File: config.mk
export PLATFORM = sky130hd
export DESIGN_NAME = softstep_volume
export DESIGN_NICKNAME = d
export VERILOG_FILES = /design/src/rtl/svol_pkg.sv /design/src/rtl/svol_ramp.sv /design/src/rtl/svol_gain.sv /design/src/rtl/softstep_volume.sv
export SDC_FILE = /design/constraint.sdc
export NUM_CORES = 1
export LEC_CHECK = 0
export BUFFER_PORTS_ARGS = -buffer_cell sky130_fd_sc_hd__buf_2
export CAP_MARGIN = 15
export CELL_PAD_IN_SITES_DETAIL_PLACEMENT = 2
export CELL_PAD_IN_SITES_GLOBAL_PLACEMENT = 2
export CORE_MARGIN = 3
export CORE_UTILIZATION = 37
export DETAILED_ROUTE_END_ITERATION = 10
export PLACE_DENSITY_LB_ADDON = 0.1
export SLEW_MARGIN = 5
export SYNTH_ARGS = -nofsm -noshare
export SYNTH_HDL_FRONTEND = slang
export SYNTH_SLANG_ARGS = --single-unit
File: constraint.sdc
create_clock -name clk -period 8.3 [get_ports clk]
set_input_delay 1.66 -clock clk [delete_from_list [all_inputs] [get_ports clk]]
set_output_delay 1.66 -clock clk [all_outputs]
set_load 0.005 [all_outputs]
File: src/rtl/svol_pkg.sv
package svol_pkg;

    // Half-dB codes per 6 dB (one right shift of the gain).
    localparam int OCT_STEPS = 12;
    // Fraction bits of the unsigned gain word; 1.0 = 2**GAIN_FRAC.
    localparam int GAIN_FRAC = 15;

    typedef struct packed {
        logic slow;     // step on every other sample
        logic bypass;   // jump directly to target
    } ramp_cfg_t;

    // Gain mantissa for k half-dB steps inside one octave,
    // round(32768 * 10^(-k/40)).
    function automatic logic [GAIN_FRAC+1:0] oct_mant(input logic [3:0] k);
        logic [GAIN_FRAC+1:0] m;
        case (k)
            4'd0:    m = 17'd32768;
            4'd1:    m = 17'd30935;
            4'd2:    m = 17'd29205;
            4'd3:    m = 17'd27571;
            4'd4:    m = 17'd26029;
            4'd5:    m = 17'd24573;
            4'd6:    m = 17'd23198;
            4'd7:    m = 17'd21900;
            4'd8:    m = 17'd20675;
            4'd9:    m = 17'd19519;
            4'd10:   m = 17'd18427;
            default: m = 17'd17396;
        endcase
        return m;
    endfunction

endpackage

File: src/rtl/svol_ramp.sv
module svol_ramp #(
    parameter int AW = 8
) (
    input  logic          clk,
    input  logic          rst,
    input  logic          step_en,
    input  logic          jump,
    input  logic [AW-1:0] eff,
    output logic [AW-1:0] applied
);

    always_ff @(posedge clk) begin
        if (rst) begin
            applied <= '0;
        end else if (jump) begin
            applied <= eff;
        end else if (step_en && (applied != eff)) begin
            if (applied < eff) applied <= applied + AW'(1);
            else               applied <= applied - AW'(1);
        end
    end


    step_size_chk: assert property (@(posedge clk) disable iff (rst)
        (!$past(rst) && !$past(jump)) |->
            (applied == $past(applied) ||
             applied == $past(applied) + AW'(1) ||
             applied == $past(applied) - AW'(1)));


    no_step_chk: assert property (@(posedge clk) disable iff (rst)
        (!$past(rst) && !$past(jump) && !$past(step_en)) |-> $stable(applied));


    jump_chk: assert property (@(posedge clk) disable iff (rst)
        (!$past(rst) && $past(jump)) |-> (applied == $past(eff)));

endmodule

File: src/rtl/svol_gain.sv
module svol_gain
    import svol_pkg::*;
#(
    parameter int SW = 16,
    parameter int AW = 8
) (
    input  logic signed [SW-1:0] sample,
    input  logic        [AW-1:0] code,
    output logic signed [SW-1:0] scaled
);

    localparam int PW = SW + GAIN_FRAC + 3;
    localparam logic [AW-1:0] MUTE_CODE = AW'(1 << (AW - 1));

    logic [3:0]             frac_idx;
    logic [3:0]             oct;
    logic [GAIN_FRAC+1:0]   gain;
    logic signed [GAIN_FRAC+2:0] gain_s;
    logic signed [PW-1:0]   prod;
    logic signed [PW-1:0]   rnd;

    always_comb begin
        frac_idx = 4'(code % AW'(OCT_STEPS));
        oct      = 4'(code / AW'(OCT_STEPS));
        gain     = oct_mant(frac_idx) >> oct;
        gain_s   = $signed({1'b0, gain});
        prod     = sample * gain_s;
        rnd      = prod + PW'(1 << (GAIN_FRAC - 1));
        if (code >= MUTE_CODE) scaled = '0;
        else                   scaled = SW'(rnd >>> GAIN_FRAC);
    end

endmodule

File: src/rtl/softstep_volume.sv
module softstep_volume
    import svol_pkg::*;
#(
    parameter int SW = 16,
    parameter int CW = 7
) (
    input  logic                 clk,
    input  logic                 rst,
    input  logic                 sample_valid,
    input  logic signed [SW-1:0] sample_l,
    input  logic signed [SW-1:0] sample_r,
    input  logic        [CW-1:0] vol_code,
    input  logic                 vol_wr_l,
    input  logic                 vol_wr_r,
    input  logic                 vol_wr_all,
    input  logic                 mute_l,
    input  logic                 mute_r,
    input  logic                 slow_rate,
    input  logic                 ramp_off,
    input  logic                 pdn_req,
    output logic                 out_valid,
    output logic signed [SW-1:0] out_l,
    output logic signed [SW-1:0] out_r,
    output logic                 settled,
    output logic                 pdn_done
);

    localparam int NCH = 2;
    localparam int AW  = CW + 1;
    localparam logic [AW-1:0] MUTE_CODE = AW'(1 << CW);

    ramp_cfg_t cfg;
    logic      phase;
    logic      step_en;
    logic [NCH-1:0] wr, mute;
    logic signed [SW-1:0] smp    [NCH];
    logic signed [SW-1:0] scaled [NCH];
    logic signed [SW-1:0] out_q  [NCH];
    logic [CW-1:0] tgt     [NCH];
    logic [AW-1:0] eff     [NCH];
    logic [AW-1:0] applied [NCH];
    logic [NCH-1:0] at_tgt, at_mute;

    assign cfg     = '{slow: slow_rate, bypass: ramp_off};
    assign step_en = sample_valid && (!cfg.slow || phase);
    assign wr      = {vol_wr_r | vol_wr_all, vol_wr_l | vol_wr_all};
    assign mute    = {mute_r, mute_l};
    assign smp[0]  = sample_l;
    assign smp[1]  = sample_r;

    always_ff @(posedge clk) begin
        if (rst) begin
            phase     <= 1'b0;
            out_valid <= 1'b0;
        end else begin
            out_valid <= sample_valid;
            if (sample_valid) phase <= !phase;
        end
    end

    for (genvar ch = 0; ch < NCH; ch++) begin : g_ch
        always_ff @(posedge clk) begin
            if (rst) begin
                tgt[ch]   <= '0;
                out_q[ch] <= '0;
            end else begin
                if (wr[ch])       tgt[ch]   <= vol_code;
                if (sample_valid) out_q[ch] <= scaled[ch];
            end
        end

        assign eff[ch]     = (mute[ch] || pdn_req) ? MUTE_CODE : {1'b0, tgt[ch]};
        assign at_tgt[ch]  = (applied[ch] == eff[ch]);
        assign at_mute[ch] = (applied[ch] == MUTE_CODE);

        svol_ramp #(.AW(AW)) i_ramp (
            .clk     (clk),
            .rst     (rst),
            .step_en (step_en),
            .jump    (cfg.bypass),
            .eff     (eff[ch]),
            .applied (applied[ch])
        );

        svol_gain #(.SW(SW), .AW(AW)) i_gain (
            .sample (smp[ch]),
            .code   (applied[ch]),
            .scaled (scaled[ch])
        );


        mute_zero_chk: assert property (@(posedge clk) disable iff (rst)
            (!$past(rst) && $past(sample_valid) && $past(applied[ch]) == MUTE_CODE)
                |-> (out_q[ch] == '0));


        out_hold_chk: assert property (@(posedge clk) disable iff (rst)
            (!$past(rst) && !$past(sample_valid)) |-> $stable(out_q[ch]));
    end

    assign out_l    = out_q[0];
    assign out_r    = out_q[1];
    assign settled  = &at_tgt;
    assign pdn_done = pdn_req && (&at_mute);


    pdn_settled_chk: assert property (@(posedge clk) disable iff (rst)
        pdn_done |-> (settled && eff[0] == MUTE_CODE && eff[1] == MUTE_CODE));

endmodule

== Word-level counts from Yosys, hierarchy flattened ==
Memories as Yosys holds them, arrays and structs flattened.
Cells that the tools add are included.

* Bits in registers: 18
* RAM bits: 46
* Bits in read-only memories: 512
* Input port bits: 50
* Output and inout port bits: 35
* Word-level logic and storage cells: 76
* Memories kept: 4

* Add/sub/neg operators: 6
* Multipliers: 2
* Divide/modulo/power cells: 4
* Magnitude comparators: 4
* Eq/ne operators: 6
* Shift-type cells: 2
* Multiplexer cells: 25
* Bitwise logic cells: 6
* Reduce and logical (&&, ||, !) cells: 13

{| class="wikitable"
|+ Memory list
! name !! depth !! width !! rd ports !! clocked after Yosys merged registers in !! wr ports !! line !! source
|-
| (name not given) || 16 || 16 || 1 || 0 || 0 || svol_pkg.sv:17 || <nowiki>case (k)</nowiki>
|-
| (name not given) || 16 || 16 || 1 || 0 || 0 || svol_pkg.sv:17 ||
|-
| out_q || 2 || 16 || 2 || 0 || 2 || softstep_volume.sv:38 || <nowiki>logic signed [SW-1:0] out_q [NCH];</nowiki>
|-
| tgt || 2 || 7 || 2 || 0 || 2 || softstep_volume.sv:39 || <nowiki>logic [CW-1:0] tgt [NCH];</nowiki>
|}

{| class="wikitable"
|+ Operator list
! kind !! number
|-
| two-way mux 16 bit || 4
|-
| two-way mux 8 bit || 8
|-
| adder 31 x 16 -> 31 bit, second input constant || 2
|-
| multiplier 16 x 18 -> 31 bit || 2
|-
| >> shifter 17 x 4 -> 17 bit || 2
|-
| adder 8 x 1 -> 8 bit, second input constant || 2
|-
| divider 8 x 4 -> 8 bit, second input constant || 2
|-
| equality test 8 bit || 2
|-
| equality test 8 bit, second input constant || 2
|-
| greater-or-equal comparator 8 bit, second input constant || 2
|-
| less-than comparator 8 bit || 2
|-
| remainder unit 8 x 4 -> 8 bit, second input constant || 2
|-
| inequality test 8 bit || 2
|-
| subtractor 8 x 1 -> 8 bit, second input constant || 2
|-
| two-way mux 7 bit || 2
|-
| two-way mux 1 bit || 11
|-
| bitwise OR 1 bit || 6
|-
| logical AND 1 bit || 4
|-
| AND reduction 2 bit || 2
|-
| nonzero test 2 bit || 2
|-
| logical OR 1 bit || 3
|-
| logical NOT 1 bit || 2
|}

== Longest topological paths before layout ==
An unclocked memory read counts as a cell.

* Depth in word-level cells: 7
* Depth in mapped cells: 42

== By module ==
Synthesis repeated with hierarchy kept, for this count alone.

* Cells, all modules: 3018
* Area total of the unflattened synthesis: 25275.5 µm²

{| class="wikitable"
|+ By module, submodules not included
! module !! instances !! cells each !! area an instance (µm²) !! seq. area each (µm²)
|-
| svol_gain (g_ch[1].i_gain) || 1 || 1300 || 10665.2 || 0.0
|-
| svol_gain (g_ch[0].i_gain) || 1 || 1305 || 10435.0 || 0.0
|-
| softstep_volume || 1 || 193 || 2321.0 || 1421.4
|-
| svol_ramp || 2 || 110 || 927.1 || 160.2
|}

== Worst setup path before layout ==
No wires, ideal clock.

* Kind: register to register
* Start: reg g_ch[0].i_ramp.applied[5]
* End: mem out_q[0][13] (data pin)
* Setup time: 0.157 ns
* Arrival: 8.390 ns
* Required time: 8.143 ns
* Setup slack: -0.247 ns
* Stages on the path, launching flop included: 35
* Clock period less this slack: 8.547 ns
* Cell sequence: dfxtp_1 buf_4 and3b_1 or3_1 a32oi_1 nand2_1 buf_2 nor3_1 nor2_1 o21a_1 mux2i_1 nor2_1 a211oi_1 clkbuf_1 nand2_1 fa_1 inv_1 fa_1 fa_1 fa_1 fa_1 inv_1 fa_1 inv_1 ha_1 a21o_1 a21oi_1 nor2_1 o21ai_0 nor2_1 and4_1 o31ai_4 a2111oi_1 o21a_1 nor3_1

{| class="wikitable"
|+ RTL lines
! item !! line !! source
|-
| start: declaration || svol_ramp.sv:9 || <nowiki>output logic [AW-1:0] applied</nowiki>
|-
| start signal: assignment || svol_ramp.sv:18 || <nowiki>if (applied < eff) applied <= applied + AW'(1);</nowiki>
|-
| start signal: assignment || svol_ramp.sv:19 || <nowiki>else applied <= applied - AW'(1);</nowiki>
|-
| end: declaration || softstep_volume.sv:38 ||
|}

==> impl_metrics.py <==
metrics = {
    "global_route": {
        "antenna_found_initial": 1,
        "track_usage_pct": 33.8,
        "grt_max_degree": 36,
        "overflow": 0,
        "grt_pass1_wl_microns": 175000,
        "grt_pass1_vias": 28700,
    },
    "placement": {
        "place_congestion": 0.893,
        "place.port_buffers": 84,
        "dp_hpwl_microns": 78700,
        "dpl_cell_area_sq_um": 28400,
    },
    "cts": {
        "cts_tree": "built",
        "cts.path.max_buffers": 2,
        "clk_latency_ns": 0.39,
        "cts.reportedPaths.clkPinSlew_ns": 0.07,
        "h-tree-depth": 3,
        "root_buffer": "clkbuf_16",
        "cts_sinks": 64,
        "cts_buffers": 9,
        "cts.hold.buffers_added": 0,
    },
    "synthesis": {
        "synth-seq-cells": 64,
        "synth_edf_count": 46,
        "synth_top_area_cell": "fa_1",
        "syn-num-nets": 3544,
        "synthTopCellsByCount": "inv_1, fa_1, nand2_1",
        "synth-async-reset-ratio_pct": 0,
        "synth.area.top_cells": "fa_1, ha_1, inv_1",
        "yosysMostFrequentCell": "inv_1",
        "synth_cell_types": 98,
        "yosysSeqAreaShare_pct": 7.28,
        "synth-main-ff-cell": "edfxtp_1",
        "synth_area_per_cell_sq_um": 8.39,
        "synthCells": 2850,
        "synth.top_cell.area_share_pct": 32.7,
        "synth_area_sq_um": 23900,
        "yosys_warnings": 0,
    },
    "drt": {
        "drtIter0Drc": 1781,
        "final_antenna_net_count": 0,
        "vias": 25800,
        "via_per_inst": 5.98,
        "dr.pass1.iters": 5,
        "wl_per_cell_microns": 33.5,
        "drt_wl_total_microns": 145000,
        "route.detailed.drc": 0,
    },
    "setup_path": {
        "cp.required_ns": 8.36,
        "crit_fanout": 8,
        "start_kind": "flip-flop",
        "path_class": "flip-flop to flip-flop",
        "cp-startpoint": "g_ch[0].i_ramp.applied[7]",
        "crit_top_cell": "fa_1",
        "critPathMaxStageDelay_ns": 0.57,
        "worstRegToRegCells": 38,
        "crit_path_top_delay_cell": "fa_1",
        "critPathCaptureType": "flip-flop",
        "r2r_start": "g_ch[0].i_ramp.applied[7]",
        "arrival_ns": 9.57,
        "reg2reg_to": "out_q[0][13]",
        "rrSetupSlack_ns": -1.21,
        "crit_end": "out_q[0][13]",
    },
    "final_layout": {
        "nNetsFinal": 4162,
        "finish.utilization_pct": 52.9,
        "fill_cells": 6724,
        "fin_area_sq_um": 33600,
        "syn_to_final_growth_pct": 40.6,
        "drive_gt1_share_pct": 36.8,
    },
    "job": {
        "cap_violations": 0,
    },
    "floorplan": {
        "die-area_sq_um": 67700,
        "die_height_microns": 260,
        "rows": 92,
        "die_x_microns": 260,
        "core_area_sq_um": 63500,
        "boundaryPins": 85,
        "start_util_pct": 37.6,
    },
    "status": {
        "violations": "setup timing",
        "status": "complete, but fails checks",
    },
    "sta": {
        "min_period_ns": 9.51,
        "slew_violations": 0,
        "rsz0062_at_grt": "true",
        "timing.final.crit_share_pct": 115,
        "tightest_slew_ns": 1.16,
        "holdWs_ns": 0.545,
        "hold_viol_final": 0,
        "fin_tns_setup_ns": -29.08,
        "postLayoutSetupSlackWorst_ns": -1.21,
        "slew_headroom_pct": 21.6,
        "setup_viol": 32,
        "fmaxAchievable_ghz": 0.105,
        "fin_skew_ns": 0.0175,
    },
    "min_path": {
        "worstHoldPathType": "flip-flop to flip-flop",
    },
}
## cells in the final DEF (no fill, tap or decap), types with 46 or more instances in the layout
cell type and instances:
edfxtp_1 46, inv_2 50, buf_4 518, nand2_1 315, fa_1 349, ha_1 218, a21oi_1 66, buf_6 116
inv_1 472, nor2_1 98, and2_1 207, buf_2 84
## worst max-delay path, delay by kind of cell, from the launching register on
| family | cells | cell delay [ns] |
|---|---|---|
| AOI/OAI and AO/OA | 9 | 1.91 |
| and+or+nand+nor | 10 | 1.52 |
| adders and majority gates | 7 | 3.38 |
| buffers and inverters | 10 | 1.39 |
| DFF | 1 | 0.41 |
| muxes | 2 | 0.53 |
## cells by family after synthesis
logic type | count (synthesis) | share of synthesized area [%]
mux | 19 | 0.827
buf+inv | 664 | 10.9
compound gates | 437 | 12.7
fa+ha+maj | 645 | 46.0
xor+xnor | 52 | 1.90
simple gates | 969 | 20.4
flops | 64 | 7.28
## worst min-delay path by stage
stage	slack, ns	from	to	cells past startpoint
3_3_place_gp	0.50	phase	phase	2
4_1_cts	0.55	phase	phase	2
3_5_place_dp	0.53	phase	phase	2
5_1_grt	0.59	phase	phase	2
6_report	0.55	phase	phase	2
2_1_floorplan	0.48	phase	phase	2
## state kept, by name (all words and copies together) (netlist names)
register / cells
out_q: 32
tgt: 14
out_valid: 1
g_ch.i_ramp.applied: 16
phase: 1
## cell type report
type                       instances  area [sq um]  area share, %
antenna                            1          2.50        0.00744
clock buffer                      10           239          0.711
clock inverter                     6          66.3          0.197
inverter                         527          1980           5.90
multi-input combinational       2123         22400           66.5
sequential                        64          1780           5.29
tap                              846          1060           3.15
timing repair buffer             743          6120           18.2
## metrics by stage
step           worst slack [ns]  instances
2_1_floorplan            0.0112       2850
3_3_place_gp             -0.858       4109
3_5_place_dp              -1.17       4109
4_1_cts                  -0.415       4242
5_1_grt                   -1.39       4319
6_report                  -1.21       4320
## repair_timing
action,in CTS,in global routing
cloned,6,0
gates resized for setup,504,274
buffers inserted,117,82
endpoints found under the setup margin,32,32
pin swaps,237,243
## per-layer routing
metal | GRT usage (%) | wire length [microns] | up-vias
met5 | 0 | 13 | -
met4 | 12.7 | 9860 | 2
met3 | 4.92 | 8890 | 646
met2 | 61.7 | 72400 | 1310
met1 | 40.0 | 53700 | 13500
li1 | - | - | 10400
Power is left out: the tool's default activity adds up to more than one toggle a clock period on the data nets, which glitch-free logic cannot reach.
